==> config.mk <==
export PLATFORM = sky130hd
export DESIGN_NAME = hsk_xfer_engine
export DESIGN_NICKNAME = d
export VERILOG_FILES = /design/src/rtl/hsk_pkg.sv /design/src/rtl/hsk_pkt_buf.sv /design/src/rtl/hsk_irq_delay.sv /design/src/rtl/hsk_hs_ctrl.sv /design/src/rtl/hsk_xfer_engine.sv
export SDC_FILE = /design/constraint.sdc
export NUM_CORES = 1
export LEC_CHECK = 0
export ABC_AREA = 1
export BUFFER_PORTS_ARGS = -buffer_cell sky130_fd_sc_hd__buf_2
export CAP_MARGIN = 20
export CORE_ASPECT_RATIO = 2
export CORE_UTILIZATION = 40
export CTS_BUF_LIST = sky130_fd_sc_hd__clkbuf_16
export CTS_CLUSTER_SIZE = 8
export DETAILED_ROUTE_END_ITERATION = 6
export PLACE_DENSITY = 0.64
export SETUP_SLACK_MARGIN = 0.3
export SLEW_MARGIN = 15
export SYNTH_ARGS = -nofsm -noshare
export SYNTH_HDL_FRONTEND = slang
export SYNTH_SLANG_ARGS = --single-unit
==> constraint.sdc <==
create_clock -name clk -period 6.1 [get_ports clk]
set_input_delay 0.61 -clock clk [delete_from_list [all_inputs] [get_ports clk]]
set_output_delay 0.61 -clock clk [all_outputs]
set_load 0.01 [all_outputs]
==> src/rtl/hsk_pkg.sv <==
package hsk_pkg;

    // Levels of the two host-driven handshake lines, both active low
    typedef struct packed {
        logic tip_n;
        logic ack_n;
    } hs_pair_t;

    typedef enum logic [1:0] {
        MOVE_NONE = 2'd0,
        MOVE_PUSH = 2'd1,
        MOVE_POP  = 2'd2
    } move_e;

    // Actions chosen by one evaluation of the handshake
    typedef struct packed {
        move_e move;
        logic  req_set;
        logic  req_val;
        logic  sched;
        logic  end_pkt;
    } hs_act_t;

    function automatic hs_act_t hs_eval(
        input hs_pair_t now,
        input hs_pair_t prev,
        input logic     shift_out,
        input logic     push_room,
        input logic     pop_avail,
        input logic     pop_last,
        input logic     out_nonempty
    );
        hs_act_t a;
        a = '0;
        a.move = MOVE_NONE;
        if (!now.tip_n) begin
            // busy: a byte moves only on a change of the pair
            if (now != prev) begin
                if (shift_out) begin
                    if (push_room) begin
                        a.move  = MOVE_PUSH;
                        a.sched = 1'b1;
                    end
                end else if (pop_avail) begin
                    a.move  = MOVE_POP;
                    a.sched = 1'b1;
                    if (pop_last) begin
                        a.req_set = 1'b1;
                        a.req_val = 1'b1;
                    end
                end
            end
        end else if (prev.tip_n && (now.ack_n != prev.ack_n)) begin
            // idle echo of the acknowledge level
            a.req_set = 1'b1;
            a.req_val = now.ack_n;
            a.sched   = 1'b1;
        end else begin
            if (!prev.tip_n) begin
                a.sched   = 1'b1;
                a.end_pkt = out_nonempty;
            end
            if (pop_avail) begin
                a.req_set = 1'b1;
                a.req_val = 1'b0;
            end
        end
        return a;
    endfunction

endpackage

==> src/rtl/hsk_pkt_buf.sv <==
module hsk_pkt_buf #(
    parameter int DEPTH  = 16,
    parameter int DATA_W = 8,
    localparam int IDX_W = $clog2(DEPTH)
) (
    input  logic              clk,
    input  logic              we,
    input  logic [IDX_W-1:0]  widx,
    input  logic [DATA_W-1:0] wdata,
    input  logic [IDX_W-1:0]  ridx,
    output logic [DATA_W-1:0] rdata
);

    logic [DATA_W-1:0] mem [DEPTH];

    always_ff @(posedge clk) begin
        if (we) begin
            mem[widx] <= wdata;
        end
    end

    assign rdata = mem[ridx];

endmodule

==> src/rtl/hsk_irq_delay.sv <==
module hsk_irq_delay #(
    parameter int DELAY_CYC = 15000,
    localparam int CNT_W    = $clog2(DELAY_CYC + 1)
) (
    input  logic clk,
    input  logic rst,
    input  logic sched,
    input  logic immediate,
    output logic irq
);

    localparam logic [CNT_W-1:0] LOAD_VAL = CNT_W'(DELAY_CYC);
    localparam logic [CNT_W-1:0] ONE      = CNT_W'(1);

    logic [CNT_W-1:0] cnt_q;

    always_ff @(posedge clk) begin
        if (rst) begin
            cnt_q <= '0;
            irq   <= 1'b0;
        end else begin
            irq <= (cnt_q == ONE) || (sched && immediate);
            if (sched && !immediate) begin
                cnt_q <= LOAD_VAL;
            end else if (cnt_q != '0) begin
                cnt_q <= cnt_q - ONE;
            end
        end
    end

endmodule

==> src/rtl/hsk_hs_ctrl.sv <==
module hsk_hs_ctrl
    import hsk_pkg::*;
#(
    parameter int DEPTH  = 16,
    localparam int IDX_W = $clog2(DEPTH),
    localparam int LEN_W = $clog2(DEPTH + 1)
) (
    input  logic             clk,
    input  logic             rst,
    input  logic             pb_wr,
    input  logic             host_tip_n,
    input  logic             host_ack_n,
    input  logic             sr_wr,
    input  logic [7:0]       sr_wdata,
    input  logic             shift_out,
    input  logic             in_load,
    input  logic [LEN_W-1:0] in_len,
    input  logic [7:0]       pop_data,
    output logic [IDX_W-1:0] pop_idx,
    output logic             push_we,
    output logic [IDX_W-1:0] push_idx,
    output logic             req_n,
    output logic [7:0]       sr_q,
    output logic             pkt_rcv,
    output logic [LEN_W-1:0] pkt_len,
    output logic             sched
);

    localparam logic [LEN_W-1:0] DEPTH_L = LEN_W'(DEPTH);
    localparam logic [LEN_W-1:0] ONE_L   = LEN_W'(1);

    hs_pair_t         prev_q;
    hs_pair_t         now;
    logic [LEN_W-1:0] in_idx_q, in_size_q, out_idx_q;
    logic [LEN_W-1:0] eval_idx, eval_size, len_clamped;
    logic             load_eff, active;
    logic             push_room, pop_avail, pop_last;
    hs_act_t          act;

    assign load_eff    = in_load && !pb_wr;
    assign active      = pb_wr || load_eff;
    assign len_clamped = (in_len > DEPTH_L) ? DEPTH_L : in_len;

    always_comb begin
        now       = pb_wr ? hs_pair_t'{tip_n: host_tip_n, ack_n: host_ack_n} : prev_q;
        eval_idx  = load_eff ? '0 : in_idx_q;
        eval_size = load_eff ? len_clamped : in_size_q;
        push_room = out_idx_q < DEPTH_L;
        pop_avail = eval_idx < eval_size;
        pop_last  = ({1'b0, eval_idx} + {1'b0, ONE_L}) >= {1'b0, eval_size};
        act       = hs_eval(now, prev_q, shift_out, push_room, pop_avail,
                            pop_last, out_idx_q != '0);
    end

    assign pop_idx  = eval_idx[IDX_W-1:0];
    assign push_idx = out_idx_q[IDX_W-1:0];
    assign push_we  = active && (act.move == MOVE_PUSH);
    assign sched    = (active && act.sched) || load_eff;

    always_ff @(posedge clk) begin
        if (rst) begin
            prev_q    <= '{tip_n: 1'b1, ack_n: 1'b1};
            req_n     <= 1'b1;
            sr_q      <= '0;
            in_idx_q  <= '0;
            in_size_q <= '0;
            out_idx_q <= '0;
            pkt_rcv   <= 1'b0;
            pkt_len   <= '0;
        end else begin
            pkt_rcv <= 1'b0;
            if (sr_wr) begin
                sr_q <= sr_wdata;
            end
            if (load_eff) begin
                in_size_q <= len_clamped;
                in_idx_q  <= '0;
            end
            if (active) begin
                prev_q <= now;
                if (act.move == MOVE_POP) begin
                    sr_q     <= pop_data;
                    in_idx_q <= eval_idx + ONE_L;
                end
                if (act.move == MOVE_PUSH) begin
                    out_idx_q <= out_idx_q + ONE_L;
                end
                if (act.req_set) begin
                    req_n <= act.req_val;
                end
                if (act.end_pkt) begin
                    pkt_rcv   <= 1'b1;
                    pkt_len   <= out_idx_q;
                    out_idx_q <= '0;
                end
            end
        end
    end

endmodule

==> src/rtl/hsk_xfer_engine.sv <==
module hsk_xfer_engine
    import hsk_pkg::*;
#(
    parameter int DEPTH     = 16,
    parameter int DELAY_CYC = 15000,
    localparam int IDX_W    = $clog2(DEPTH),
    localparam int LEN_W    = $clog2(DEPTH + 1)
) (
    input  logic             clk,
    input  logic             rst,
    input  logic             pb_wr,
    input  logic             host_tip_n,
    input  logic             host_ack_n,
    input  logic             dir_wr,
    input  logic [7:0]       dir_wdata,
    input  logic             sr_wr,
    input  logic [7:0]       sr_wdata,
    input  logic             shift_out,
    input  logic             in_we,
    input  logic [IDX_W-1:0] in_widx,
    input  logic [7:0]       in_wdata,
    input  logic             in_load,
    input  logic [LEN_W-1:0] in_len,
    input  logic [IDX_W-1:0] out_rd_idx,
    output logic [7:0]       out_rd_data,
    output logic             pkt_rcv,
    output logic [LEN_W-1:0] pkt_len,
    output logic             req_n,
    output logic [7:0]       sr_q,
    output logic             sr_int
);

    logic [7:0]       dir_q;
    logic [IDX_W-1:0] pop_idx, push_idx;
    logic [7:0]       pop_data;
    logic             push_we, sched;

    always_ff @(posedge clk) begin
        if (rst) begin
            dir_q <= 8'hFF;
        end else if (dir_wr) begin
            dir_q <= dir_wdata;
        end
    end

    hsk_hs_ctrl #(.DEPTH(DEPTH)) u_ctrl (
        .clk        (clk),
        .rst        (rst),
        .pb_wr      (pb_wr),
        .host_tip_n (host_tip_n),
        .host_ack_n (host_ack_n),
        .sr_wr      (sr_wr),
        .sr_wdata   (sr_wdata),
        .shift_out  (shift_out),
        .in_load    (in_load),
        .in_len     (in_len),
        .pop_data   (pop_data),
        .pop_idx    (pop_idx),
        .push_we    (push_we),
        .push_idx   (push_idx),
        .req_n      (req_n),
        .sr_q       (sr_q),
        .pkt_rcv    (pkt_rcv),
        .pkt_len    (pkt_len),
        .sched      (sched)
    );

    hsk_pkt_buf #(.DEPTH(DEPTH), .DATA_W(8)) u_in_buf (
        .clk   (clk),
        .we    (in_we),
        .widx  (in_widx),
        .wdata (in_wdata),
        .ridx  (pop_idx),
        .rdata (pop_data)
    );

    hsk_pkt_buf #(.DEPTH(DEPTH), .DATA_W(8)) u_out_buf (
        .clk   (clk),
        .we    (push_we),
        .widx  (push_idx),
        .wdata (sr_q),
        .ridx  (out_rd_idx),
        .rdata (out_rd_data)
    );

    hsk_irq_delay #(.DELAY_CYC(DELAY_CYC)) u_irq (
        .clk       (clk),
        .rst       (rst),
        .sched     (sched),
        .immediate (dir_q == 8'hFF),
        .irq       (sr_int)
    );

endmodule

Yosys cells after proc, flatten, opt, wreduce, memory -nomap -nowiden
Memories as Yosys holds them, arrays and structs flattened. Cells that the tools add are included.

Register bits after elaboration: 55. Bits in latches: 0. Memory bits (writable): 256. ROM bits: 0. Output and inout bits: 24. Memories: 2.

Add/subtract/negate cells: 4. Multipliers: 0. Divide/modulo/power cells: 0. Order comparisons: 4. Equal/unequal tests: 6. Shift operators: 0. Mux-type cells: 33. Bitwise operators: 1. Reduce and logical (&&, ||, !) cells: 20.

Memory list: u_in_buf.mem (depth 16, width 8, rd ports 1, clocked after Yosys merged registers in 0, wr ports 1, RTL line hsk_pkt_buf.sv:14) `logic [DATA_W-1:0] mem [DEPTH];`; u_out_buf.mem (depth 16, width 8, rd ports 1, clocked after Yosys merged registers in 0, wr ports 1, RTL line hsk_pkt_buf.sv:14).

Operators by type and width (count): 2-to-1 mux 5 bit (9); 2-to-1 mux 14 bit (2); 2-to-1 mux 8 bit (3); equality test 14 x 1 -> 1 bit (second input constant) (1); 2-to-1 mux 2 bit (7); nonzero test 14 bit (1); subtractor 14 x 1 -> 14 bit (second input constant) (1); adder 5 x 1 -> 5 bit (second input constant) (2); 2-to-1 mux 1 bit (10); equality test 8 bit (second input constant) (1); adder 5 x 1 -> 6 bit (second input constant) (1); >= comparator 6 x 5 -> 1 bit (1); logical AND 1 bit (6); 2-to-1 mux 3 bit (2); AND reduction 2 bit (3); greater-than comparator 5 bit (second input constant) (1); < comparator 5 bit (1); < comparator 5 bit (second input constant) (1); nonzero test 5 bit (1); nonzero test 2 bit (2); OR reduction 2 bit (2); logical OR 1 bit (3); equality test 2 x 1 -> 1 bit (second input constant) (1); equality test 2 bit (second input constant) (1); 4 further kinds (5).

Longest topological paths before layout
Gate-level depths: netlist of the first run.

Depth after elaboration: 14. Mapped depth: 19. Depth with buffers taken out: 17.

Hierarchy
From an unflattened synthesis of the first run, not the netlist that was laid out.

Cell total of the unflattened synthesis: 1500. Area, all modules: 14253.7 um2.

By module, submodules not included: hsk_pkt_buf (instances 2, cells an instance 543, area each 5606.6 um2, seq. area each 3843.7 um2); hsk_hs_ctrl (instances 1, cells an instance 240, area each 1833.0 um2, seq. area each 640.6 um2); hsk_irq_delay (instances 1, cells an instance 128, area each 887.1 um2, seq. area each 300.3 um2); hsk_xfer_engine (instances 1, cells an instance 46, area each 320.3 um2, seq. area each 160.2 um2).

Least setup slack after synthesis of the first run
OpenSTA, ideal clock, no wires.

Path type: input port to flip-flop. Start: input port pb_wr. End: register u_ctrl.req_n. Setup time: 120 ps. Data arrival time: 2622 ps. Required time: 5980 ps. Setup slack: 3359 ps. Stages: 18. Buffers on the path: 3. Cell sequence: inv_1 > nand2_2 > buf_6 > buf_2 > nor2_1 > o21bai_1 > ha_1 > nand2_1 > inv_1 > nand2_1 > nand2_1 > nor2_1 > nand3_4 > inv_4 > buf_12 > nand2_2 > o211ai_1 > nand2_1.

Longest elaborated chain between the ends: 11.

Ends and longest elaborated chain: from (decl) (RTL line hsk_xfer_engine.sv:11) `input logic pb_wr,`; logical NOT 1 bit (RTL line hsk_hs_ctrl.sv:40) `assign load_eff = in_load && !pb_wr;`; logical AND 1 bit (RTL line hsk_hs_ctrl.sv:40); 2-to-1 mux 5 bit (RTL line hsk_hs_ctrl.sv:46) `eval_idx = load_eff ? '0 : in_idx_q;`; adder 5 x 1 -> 6 bit (RTL line hsk_hs_ctrl.sv:50) `pop_last = ({1'b0, eval_idx} + {1'b0, ONE_L}) >= {1'b0, eval_size};`; >= comparator 6 x 5 -> 1 bit (RTL line hsk_hs_ctrl.sv:50); 2-to-1 mux 2 bit (RTL line hsk_pkg.sv:47) `if (pop_last) begin`; 2-to-1 mux 5 bit (RTL line hsk_pkg.sv:44) `end else if (pop_avail) begin`; 2-to-1 mux 2 bit (RTL line hsk_pkg.sv:39) `if (shift_out) begin`; 2-to-1 mux 5 bit (RTL line hsk_pkg.sv:38) `if (now != prev) begin`; 2-to-1 mux 3 bit (RTL line hsk_pkg.sv:36) `if (!now.tip_n) begin`; AND reduction 2 bit (no line); to (signal assigned) (RTL line hsk_hs_ctrl.sv:89) `req_n <= act.req_val;`; to (decl) (RTL line hsk_hs_ctrl.sv:22) `output logic req_n,`.

Several ways; a longest one is shown, not always the timed one. A chain may end at the register's enable or synchronous reset.

Final worst setup path of the first run
Start: input port out_rd_idx[1]. End: output port out_rd_data[2].

Longest elaborated chain between the ends: 1.

Ends and longest elaborated chain: from (decl) (RTL line hsk_xfer_engine.sv:24) `input logic [IDX_W-1:0] out_rd_idx,`; memory read (16 x 8 bit); to (decl) (RTL line hsk_xfer_engine.sv:25) `output logic [7:0] out_rd_data,`.

No other way between the ends.

==> reports/metrics.csv, run 1 <==
stage;metric;value;unit
critical_path;crit_required;5490;ps
synth;syn_inst;1314;
global_route;gr-total-overflow;0;
clock_tree;clkSinkCount;311;
finish;n_antenna_cell;0;
drt;drc;0;
critical_path;path_buf_inv;4;
power_and_ir_drop;power;5.00;mW
clock_tree;holdBufCountCts;0;
global_route;grt_max_degree;75;
timing;drv_slew;0;
critical_path;cp_common_cell;buf_2;
synth;synth-seq-area-share;63.4;%
clock_tree;clock_latency;560;ps
timing;finClkSkew;29.8;ps
global_route;grt_pass1_vias;9770;
die;die_x;134;µm
clock_tree;numCtsBuffers;44;
clock_tree;tritoncts;yes;
placed_design;io_buffers;70;
drt;avgRoutedWirePerCell;18.6;µm
synth;ys_ff_latch;311;
die;num_rows;96;
timing;tns;0;ps
critical_path;critical-path-top-delay-family;buffers and inverters;
placed_design;dp_hpwl;24400;µm
clock_tree;cts_setup_buffers;0;
synth;synth_area_leader_cell;edfxtp_1;
power_and_ir_drop;switching_share;24.2;%
synth;synth-edff-count;256;
power_and_ir_drop;irDropWorstVdd;204;µV
finish;drive_gt1_share;12.5;%
critical_path;crit_fanout;33;
drt;drt_pass1_iterations;5;
clock_tree;cts-root-buf;clkbuf_16;
synth;ys_types;40;
drt;drtIter0Drc;608;
power_and_ir_drop;netSwitchingPower;1.21;mW
synth;syn_area;13900;µm²
timing;fin_crit_sh;55.1;%
timing;fin_crit;3360;ps
die;io_pins;71;
critical_path;critPathKind;input port to output pin;
synth;synthArstFlopShare;0;%
critical_path;cp_cell_sequence;buf_2 > buf_4 > inv_1 > o21ai_0 > o211ai_1 > nand2_1 > buf_2;
finish;final_net_count;1441;
clock_tree;cts_resized;0;
critical_path;start_kind;input port;
die;dieArea;35500;µm²
power_and_ir_drop;p_leak;6.56;nW
synth;ys_warn_count;0;
synth;synth_area_per_cell;10.6;µm²
die;die_y;265;µm
global_route;antenna_found_initial;1;
die;core-area;34200;µm²
timing;rsz0062_at_grt;false;
clock_tree;cts.htree.levels;2;
drt;antenna_left;0;
timing;final-hold-violation-count;0;
synth;synth_fp_nets;1376;
synth;yosys.area.top_type_share;55.4;%
hold_path;min_path_type;input port to register;
global_route;grt_util_all_layers;20.2;%
drt;routed_wl;34600;µm
finish;area.growth.synth_to_final;14.0;%
flow_run;drv_cap;0;
timing;slew_headroom;27.9;%
clock_tree;clk_path_buf_depth;3;
critical_path;crit_path_end_kind;output pin;
timing;timing.fmax;298;MHz
timing;tightest_slew;1080;ps
power_and_ir_drop;p_per_area;316;nW/µm²
run_status;outcome;finished clean;
power_and_ir_drop;intPower;3.79;mW
drt;viasPerCell;5.12;
synth;ys.flop_type;edfxtp_1;
timing;setup_viol;0;
drt;num_vias;9494;
global_route;grt_first_pass_wirelength;53700;µm
placed_design;gp_congestion;0.878;
synth;synth_area_leaders;edfxtp_1, dfxtp_1, nand3_1, nand2_1, inv_1;
critical_path;max_stage_delay;830;ps
power_and_ir_drop;p_seq_share;47.7;%
critical_path;crit_arrival;2750;ps
die;start_util;40.5;%
clock_tree;clkTransAtPathRegs;50;ps
critical_path;slowest_stage;inv_1;
power_and_ir_drop;power_frac_clock;43.8;%
timing;holdWs;284;ps
power_and_ir_drop;p_comb_share;8.5;%
[path summary, 6_finish.rpt]
check                      from  depth (start not counted)              to  slack (ps)
min                dir_wdata[0]                          3        dir_q[0]         280
min reg2reg            dir_q[2]                          2        dir_q[2]         450
max reg2reg  u_ctrl.in_idx_q[1]                         11    u_ctrl.req_n        3060
max               out_rd_idx[1]                          7  out_rd_data[2]        2740
[tightest hold or removal path, delay by kind of cell]
kind / cells / cell delay [ps]
and+or+nand+nor: 2 / 100
buffers and inverters: 1 / 70
[through the flow]
| stage | instances | area [µm²] | setup slack [ps] | utilization, % |
|---|---|---|---|---|
| final | 1855 | 15800 | 2740 | 46.2 |
| after global routing | 1855 | 15800 | 2460 | 46.2 |
| after CTS | 1855 | 15800 | 2740 | 46.2 |
| after detailed placement | 1774 | 14500 | 2220 | 42.4 |
| after global placement | 1774 | 14500 | 2360 | 42.4 |
| after floorplan | 1314 | 13900 | 3360 | - |
[placed cells by master, fill, tap and decap left out, types with 3 or more instances in the layout]
cell,instances
xor2_1,6
buf_4,14
nand2_1,197
nand2_2,8
a21oi_1,54
mux2i_1,32
edfxtp_1,256
nand3_1,188
nor2_2,20
ha_1,15
a22oi_1,3
dfxtp_1,54
buf_2,69
inv_1,215
o21ai_0,53
nand4_1,5
o211ai_1,33
nor2_1,78
nand3b_1,35
o21ai_1,3
inv_2,4
or2_2,3
clkbuf_16,44
[area by class of cell]
| class | instances | area, µm² |
|---|---|---|
| Inverter | 186 | 701 |
| Clock inverter | 37 | 173 |
| Multi-Input combinational cell | 753 | 4030 |
| Timing Repair Buffer | 83 | 450 |
| Sequential cell | 311 | 8790 |
| Fill cell | 3210 | 18400 |
| Tap cell | 441 | 552 |
| Clock buffer | 44 | 1100 |
[synth_stat cells, drive strengths merged (3+ instances only)]
| master | n |
|---|---|
| ha | 15 |
| dfxtp | 55 |
| buf | 40 |
| or2 | 3 |
| nor2 | 100 |
| edfxtp | 256 |
| xor2 | 6 |
| nand4 | 6 |
| o21ai | 57 |
| a22oi | 3 |
| inv | 186 |
| nand3b | 35 |
| clkbuf | 24 |
| a21oi | 54 |
| o211ai | 33 |
| nand2 | 207 |
| mux2i | 32 |
| nand3 | 192 |
[metal layers]
| metal | global-route usage [%] | part of all wire, % |
|---|---|---|
| met5 | 0 | 0.041 |
| met4 | 14.1 | 6.8 |
| met3 | 2.80 | 4.1 |
| met2 | 39.0 | 56 |
| met1 | 19.0 | 33 |
[logic make-up after synthesis]
| family | Yosys count | synth area share, % |
|---|---|---|
| AO/OA/AOI/OAI | 151 | 6.19 |
| XOR/XNOR | 8 | 0.505 |
| adder cells (fa/ha/maj) | 15 | 1.35 |
| buffers and inverters | 250 | 7.53 |
| flip-flops | 311 | 63.4 |
| multiplexers | 32 | 2.31 |
| AND/OR/NAND/NOR | 547 | 18.7 |
[state kept, by name, indices dropped and copies added (netlist names)]
name,cells
u_out_buf.mem,128
u_in_buf.mem,128
u_ctrl.req_n,1
u_ctrl.pkt_rcv,1
u_ctrl.sr_q,8
u_irq.cnt_q,14
u_ctrl.pkt_len,5
dir_q,8
u_ctrl.in_idx_q,5
u_ctrl.in_size_q,5
u_irq.irq,1
u_ctrl.out_idx_q,5
u_ctrl.prev_q,2
[power by group through the flow]
| stage | sequential (mW) | clock [mW] | combinational [mW] |
|---|---|---|---|
| 6_report | 2.39 | 2.19 | 0.424 |
| 5_1_grt | 2.39 | 2.32 | 0.474 |
| 4_1_cts | 2.39 | 2.23 | 0.427 |
| 3_5_place_dp | 2.43 | 0 | 0.425 |
| 3_3_place_gp | 2.43 | 0 | 0.417 |
| 2_1_floorplan | 2.43 | 0 | 0.274 |
Note: power is estimated with default switching activity, not from simulation.
==> run 2, diff against run 1 <==
==> constraint.sdc (replaced) <==
create_clock -name clk -period 3.4 [get_ports clk]
set_input_delay 0.34 -clock clk [delete_from_list [all_inputs] [get_ports clk]]
set_output_delay 0.34 -clock clk [all_outputs]
set_load 0.01 [all_outputs]
==> run 2 against run 1 <==
Net effect:
- first-iteration DRC count fell by 13%
- non-clock buffer count increased by 7
- count of clock-buffer cells in the layout is the same
- die area is the same
- worst setup slack lost 1800 ps
- critical endpoint is now u_ctrl.req_n
==> reports/metrics.csv, run 2 (synthesis gave the netlist of run 1 again) <==
stage;metric;value;unit;change
timing;fin_crit;2460;ps;
drt;routed_wl;34500;µm;-0.29%
finish;area.growth.synth_to_final;14.2;%;
drt;avgRoutedWirePerCell;18.5;µm;-0.66%
timing;final-hold-violation-count;0;;unchanged
critical_path;crit_fanout;20;;-39%
global_route;grt_first_pass_wirelength;53000;µm;-1.3%
drt;antenna_left;0;;unchanged
drt;wl_met2;20100;µm;+4.1%
critical_path;cp_common_cell;nand2_1;;
global_route;antenna_found_initial;0;;-1
clock_tree;clkTransAtPathRegs;50;ps;about the same
drt;drt_pass1_iterations;5;;unchanged
clock_tree;cts_resized;0;;unchanged
clock_tree;cts-root-buf;clkbuf_16;;
placed_design;gp_congestion;0.902;;+2.8%
critical_path;cp_cell_sequence;buf_2 > inv_1 > nand2_2 > nor2_1 > o21bai_1 > ha_1 > nand2_1 > inv_1 > nand2_1 > nand2_1 > nor2_1 > nand3_4 > inv_4 > nand2_2 > o211ai_1 > nand2_1;;
clock_tree;cts_setup_buffers;0;;unchanged
clock_tree;numCtsBuffers;44;;unchanged
clock_tree;holdBufCountCts;0;;unchanged
global_route;grt_pass1_vias;9559;;-2.2%
drt;drc;0;;unchanged
finish;largestRegisters;u_in_buf.mem: 128 flops, u_out_buf.mem: 128 flops, u_irq.cnt_q: 14 flops;;
drt;viasPerCell;5.06;;-1.1%
timing;slew_headroom;40.1;%;+12 points
critical_path;max_stage_delay;360;ps;-470 ps
clock_tree;tritoncts;yes;;
drt;wl_met1;11500;µm;about the same
finish;fillers;3228;;+0.56%
power_and_ir_drop;p_per_area;564;nW/µm²;+78%
timing;fin_ws;940;ps;-1800 ps
timing;timing.fmax;406;MHz;
placed_design;io_buffers;70;;unchanged
die;die_x;134;µm;unchanged
die;die_y;265;µm;unchanged
placed_design;dp_hpwl;24700;µm;+0.90%
die;io_pins;71;;unchanged
drt;num_vias;9424;;-0.74%
hold_path;min_path_type;input port to register;;
timing;drv_slew;0;;unchanged
critical_path;crit_required;3820;ps;-1670 ps
timing;rsz0062_at_grt;false;;
critical_path;start_kind;input port;;
finish;n_antenna_cell;0;;unchanged
critical_path;crit_path_end_kind;register;;
global_route;grt_util_all_layers;20.0;%;-0.16 points
clock_tree;clk_path_buf_depth;3;;unchanged
critical_path;crit_arrival;2880;ps;+130 ps
timing;setup_viol;0;;unchanged
run_status;outcome;finished clean;;
finish;final_common_cell;edfxtp_1;;
clock_tree;cts.htree.levels;2;;unchanged
timing;tns;0;ps;unchanged
die;num_rows;96;;unchanged
die;core-area;34200;µm²;unchanged
clock_tree;clkSinkCount;311;;unchanged
power_and_ir_drop;irDropWorstVdd;390;µV;+92%
placed_design;pre_cts_ws;406;ps;-1820 ps
die;start_util;40.5;%;unchanged
flow_run;drv_cap;0;;unchanged
critical_path;slowest_stage;nor2_1;;
drt;drtIter0Drc;529;;-13%
power_and_ir_drop;p_leak;6.58;nW;+0.42%
die;dieArea;35500;µm²;unchanged
critical_path;critPathKind;input port to register;;
clock_tree;clock_latency;540;ps;-20 ps
drt;met3WireLength;998;µm;-29%
finish;final_util;46.3;%;+0.11 points
finish;final_cell_mix;edfxtp_1, inv_1, nand2_1;;
timing;tightest_slew;895;ps;-186 ps
drt;dr.max_layer_used;met4;;
timing;finClkSkew;17.1;ps;-12.8 ps
finish;drive_gt1_share;12.9;%;+0.36 points
timing;fin_crit_sh;72.4;%;
global_route;gr-total-overflow;0;;unchanged
finish;final_net_count;1448;;+0.49%
power_and_ir_drop;power;8.92;mW;+78%
global_route;grt_max_degree;76;;+1.3%
run 2: power breakdown:
part / switching, mW / total (mW) / internal [mW]
clock network: 1.56 / 3.88 / 2.32
logic: 0.486 / 0.728 / 0.242
registers: 0.0860 / 4.31 / 4.23
run 2: layer usage:
layer / up-vias / track usage (%)
li1: 4627 / -
met1: 4493 / 18.8
met2: 212 / 40.0
met3: 92 / 2.50
met4: 0 / 11.7
met5: - / 0
run 2: path summary, 6_finish.rpt:
kind	startpoint	cells past startpoint	slack (ps)	endpoint
max reg2reg	u_ctrl.in_idx_q[2]	13	980	u_ctrl.req_n
max	pb_wr	16	940	u_ctrl.req_n
min reg2reg	dir_q[2]	2	450	dir_q[2]
min	dir_wdata[7]	3	30	dir_q[7]
run 2: stage by stage:
stage | instance area, µm² | cells | hold slack (ps)
finish | 15800 | 1862 | 28.0
global route | 15800 | 1862 | 15.6
CTS | 15800 | 1862 | 8.91
detailed placement | 14600 | 1781 | 443
global placement | 14600 | 1781 | 442
floorplan | 13900 | 1314 | 429
run 2: final cells by class:
| class | count | area [µm²] | area share, % |
|---|---|---|---|
| clock buffer | 44 | 1100 | 6.95 |
| clock inverter | 37 | 156 | 0.988 |
| inverter | 186 | 701 | 4.42 |
| multi-input combinational | 753 | 4030 | 25.5 |
| sequential | 311 | 8790 | 55.5 |
| tap | 441 | 552 | 3.48 |
| timing repair buffer | 90 | 503 | 3.18 |
run 2: critical path: cells and delay by family:
family                   cells  cell delay, ps
adder cells (fa/ha/maj)      1             290
buffers and inverters        4             520
AO/OA/AOI/OAI                2             310
AND/OR/NAND/NOR              9            1400
==> run 3, diff against run 2 <==
--- a/config.mk
+++ b/config.mk
@@ -5,7 +5,7 @@
 export SDC_FILE = /design/constraint.sdc
 export NUM_CORES = 1
 export LEC_CHECK = 0
-export ABC_AREA = 1
+export ABC_AREA = 0
 export BUFFER_PORTS_ARGS = -buffer_cell sky130_fd_sc_hd__buf_2
 export CAP_MARGIN = 20
 export CORE_ASPECT_RATIO = 2
@@ -13,7 +13,7 @@
 export CTS_BUF_LIST = sky130_fd_sc_hd__clkbuf_16
 export CTS_CLUSTER_SIZE = 8
 export DETAILED_ROUTE_END_ITERATION = 6
-export PLACE_DENSITY = 0.64
+export PLACE_DENSITY = 0.66
 export SETUP_SLACK_MARGIN = 0.3
 export SLEW_MARGIN = 15
 export SYNTH_ARGS = -nofsm -noshare
==> constraint.sdc (replaced) <==
create_clock -name clk -period 2.15 [get_ports clk]
set_input_delay 0.215 -clock clk [delete_from_list [all_inputs] [get_ports clk]]
set_output_delay 0.215 -clock clk [all_outputs]
set_load 0.01 [all_outputs]
==> run 3 against run 2 <==
Net effect:
- the flow now finishes with violations (negative setup slack)
- synthesized area decreased by 8.7%
- via count decreased by 22%
- sequential power increased by 57%
- utilization increased by 6.9 points
- total power increased by 57%
- cell count decreased by 24%
- highest routed layer is now met5
- global-route usage decreased by 1.5 points
- sequential share of layout area decreased by 2.0 points
- combinational power increased by 51%
- worst hold slack improved by 50 ps
- register-to-register slack got worse by 830 ps
==> reports/metrics.csv, run 3 <==
stage;metric;value;unit;change
synth;syn_inst;775;;-41%
timing;slew_headroom;52.2;%;+12 points
critical_path;path_buf_inv;1;;-3
drt;antenna_left;0;;unchanged
critical_path;cp_common_cell;mux4_2;;
synth;ys_types;60;;+50%
critical_path;critPathKind;register to output pin;;
synth;synth-edff-count;256;;unchanged
die;core-area;31000;µm²;-9.5%
synth;synthArstFlopShare;0;%;unchanged
global_route;grt_pass1_vias;7838;;-18%
drt;dr.max_layer_used;met5;;
drt;num_vias;7396;;-22%
timing;drv_slew;0;;unchanged
timing;fin_ws;-166;ps;-1110 ps
global_route;grt_util_all_layers;18.5;%;-1.5 points
timing;tightest_slew;717;ps;-178 ps
hold_path;min_path_type;input port to register;;
power_and_ir_drop;irDropWorstVdd;641;µV;+64%
synth;ys_warn_count;0;;unchanged
die;num_rows;91;;-5.2%
drt;drc;0;;unchanged
die;io_pins;71;;unchanged
timing;rsz0062_at_grt;true;;
critical_path;crit_fanout;1;;-95%
timing;finClkSkew;28.1;ps;+11.0 ps
timing;tns;-804;ps;-804 ps
synth;synth_commonest_cells;edfxtp_1, mux4_2, dfxtp_1;;
power_and_ir_drop;p_seq_share;48.3;%;about the same
synth;syn_area;12700;µm²;-8.7%
die;start_util;40.9;%;+0.36 points
global_route;gr-total-overflow;0;;unchanged
critical_path;slowest_stage;mux4_2;;
global_route;antenna_found_initial;3;;+3
global_route;grt_max_degree;33;;-57%
clock_tree;cts.htree.levels;2;;unchanged
run_status;outcome;complete, but fails checks;;
critical_path;crit_required;1930;ps;-1890 ps
power_and_ir_drop;switching_share;22.7;%;-1.2 points
finish;final_net_count;1037;;-28%
drt;viasPerCell;5.22;;+3.1%
placed_design;dp_hpwl;20000;µm;-19%
critical_path;start_kind;register;;
synth;synth_area_per_cell;16.3;µm²;+55%
clock_tree;tritoncts;yes;;
clock_tree;clkTransAtPathRegs;50;ps;about the same
timing;fin_crit_sh;108;%;
drt;met3WireLength;916;µm;-8.2%
placed_design;placed_cells;1302;;-27%
power_and_ir_drop;netSwitchingPower;3.19;mW;+49%
clock_tree;numCtsBuffers;44;;unchanged
die;dieArea;32400;µm²;-8.6%
clock_tree;clkSinkCount;311;;unchanged
synth;synth_area_leaders;edfxtp_1, mux4_2, dfxtp_1, nor2_1, o21ai_0;;
synth;synth.most_common_cell;edfxtp_1;;
critical_path;crit_path_end_kind;output pin;;
drt;routed_wl;29300;µm;-15%
placed_design;gp_congestion;0.843;;-6.5%
placed_design;io_buffers;70;;unchanged
die;die_x;128;µm;-4.4%
drt;drtIter0Drc;438;;-17%
finish;drive_gt1_share;39.1;%;+26 points
finish;largestRegisters;u_in_buf.mem: 128 flops, u_out_buf.mem: 128 flops, u_irq.cnt_q: 14 flops;;
timing;final-hold-violation-count;0;;unchanged
drt;wl_met2;17500;µm;-13%
power_and_ir_drop;p_leak;5.71;nW;-13%
power_and_ir_drop;p_comb_share;7.8;%;-0.4 points
finish;area.growth.synth_to_final;30.0;%;
finish;final_common_cell;edfxtp_1;;
power_and_ir_drop;intPower;10.9;mW;+60%
finish;final_cell_mix;edfxtp_1, buf_4, buf_2;;
timing;setup_viol;8;;+8
drt;avgRoutedWirePerCell;20.7;µm;+12%
die;die_y;254;µm;-4.4%
run_status;violations;negative setup slack;;
synth;ys.flop_type;edfxtp_1;;
clock_tree;cts-root-buf;clkbuf_16;;
synth;synth_fp_nets;837;;-39%
critical_path;crit_arrival;2100;ps;-780 ps
finish;final_cells;1417;;-24%
clock_tree;clk_path_buf_depth;3;;unchanged
critical_path;cp_cell_sequence;mux4_2 > mux4_2 > buf_6;;
power_and_ir_drop;power_frac_clock;43.9;%;+0.4 points
flow_run;drv_cap;0;;unchanged
clock_tree;clock_latency;550;ps;about the same
global_route;grt_first_pass_wirelength;44400;µm;-16%
timing;holdWs;78.2;ps;+50.2 ps
timing;timing.fmax;432;MHz;
synth;ys_ff_latch;311;;unchanged
critical_path;critical-path-top-delay-family;multiplexers;;
drt;drt_pass1_iterations;4;;-1
power_and_ir_drop;power;14.0;mW;+57%
critical_path;max_stage_delay;520;ps;+160 ps
synth;synth_area_leader_cell;edfxtp_1;;
timing;fin_crit;2320;ps;
drt;wl_met1;9680;µm;-16%
power_and_ir_drop;p_per_area;853;nW/µm²;+51%
synth;yosys.area.top_type_share;60.7;%;+5.3 points
synth;synth-seq-area-share;69.4;%;+6.1 points
==> run 3: cell count changes after synthesis, sizes merged, moves of 33 or more <==
cell and delta:
nand3 -183, inv -173, nand2 -168, mux4 +56, nor2 -46, a21oi -39, o211ai -33
==> run 3: worst paths after layout <==
path                   startpoint                   to  slack (ps)  cells past startpoint
max reg2reg   u_ctrl.in_size_q[1]       u_ctrl.sr_q[5]         150                      9
min                   in_wdata[3]  u_in_buf.mem[15][3]          80                      1
min reg2reg     u_ctrl.pkt_len[4]    u_ctrl.pkt_len[4]         490                      2
max          u_out_buf.mem[12][4]       out_rd_data[4]        -170                      3
==> run 3: per-layer routing <==
metal,track usage (%),up-vias
met2,37.5,166
met3,2.91,67
li1,-,3461
met5,0,-
met1,17.8,3700
met4,8.07,2
==> run 3: cell type report <==
class	count	area (µm²)
flip-flops and latches	311	8810
well taps	418	523
fillers	2569	14500
multi-input cells	415	4180
diodes	2	5.00
clock inverters	24	145
clock buffers	44	1100
inverters	13	51.3
repair buffers	190	1640
==> run 3: timing repair <==
item,in CTS,in global routing
endpoints found under the setup margin,165,148
gates cloned,0,1
pin swaps,32,43
resized for setup,65,42
hold endpoints to repair,9,0
hold buffers,9,0
buffers inserted,18,17
==> run 3: kinds of logic (layout without fill, tap and decap cells) <==
kind of cell	Yosys count	count (layout)	share of synthesized area (%)
flip-flops	311	311	69.4
adder cells (fa/ha/maj)	15	15	1.48
multiplexers	88	88	12.7
AND/OR/NAND/NOR	186	186	7.55
other	0	2	0
AO/OA/AOI/OAI	111	111	6.14
buffers and inverters	49	271	1.62
XOR/XNOR	15	15	1.10
==> run 3: power by group through the flow <==
stage,sequential (mW),combinational [mW],clock [mW]
3_5_place_dp,6.89,0.946,0
5_1_grt,6.79,1.19,6.52
4_1_cts,6.78,1.04,6.31
2_1_floorplan,6.87,0.565,0
3_3_place_gp,6.89,0.928,0
6_report,6.78,1.10,6.16
==> run 3: stage by stage <==
stage                     cell area (µm²)  utilization (%)  setup slack (ps)
after floorplan                     12900                -              -161
after global placement              14200             46.0              -103
after detailed placement            14200             46.0              -206
after CTS                           16100             51.9              -213
after global routing                16500             53.1              -217
final                               16500             53.1              -166
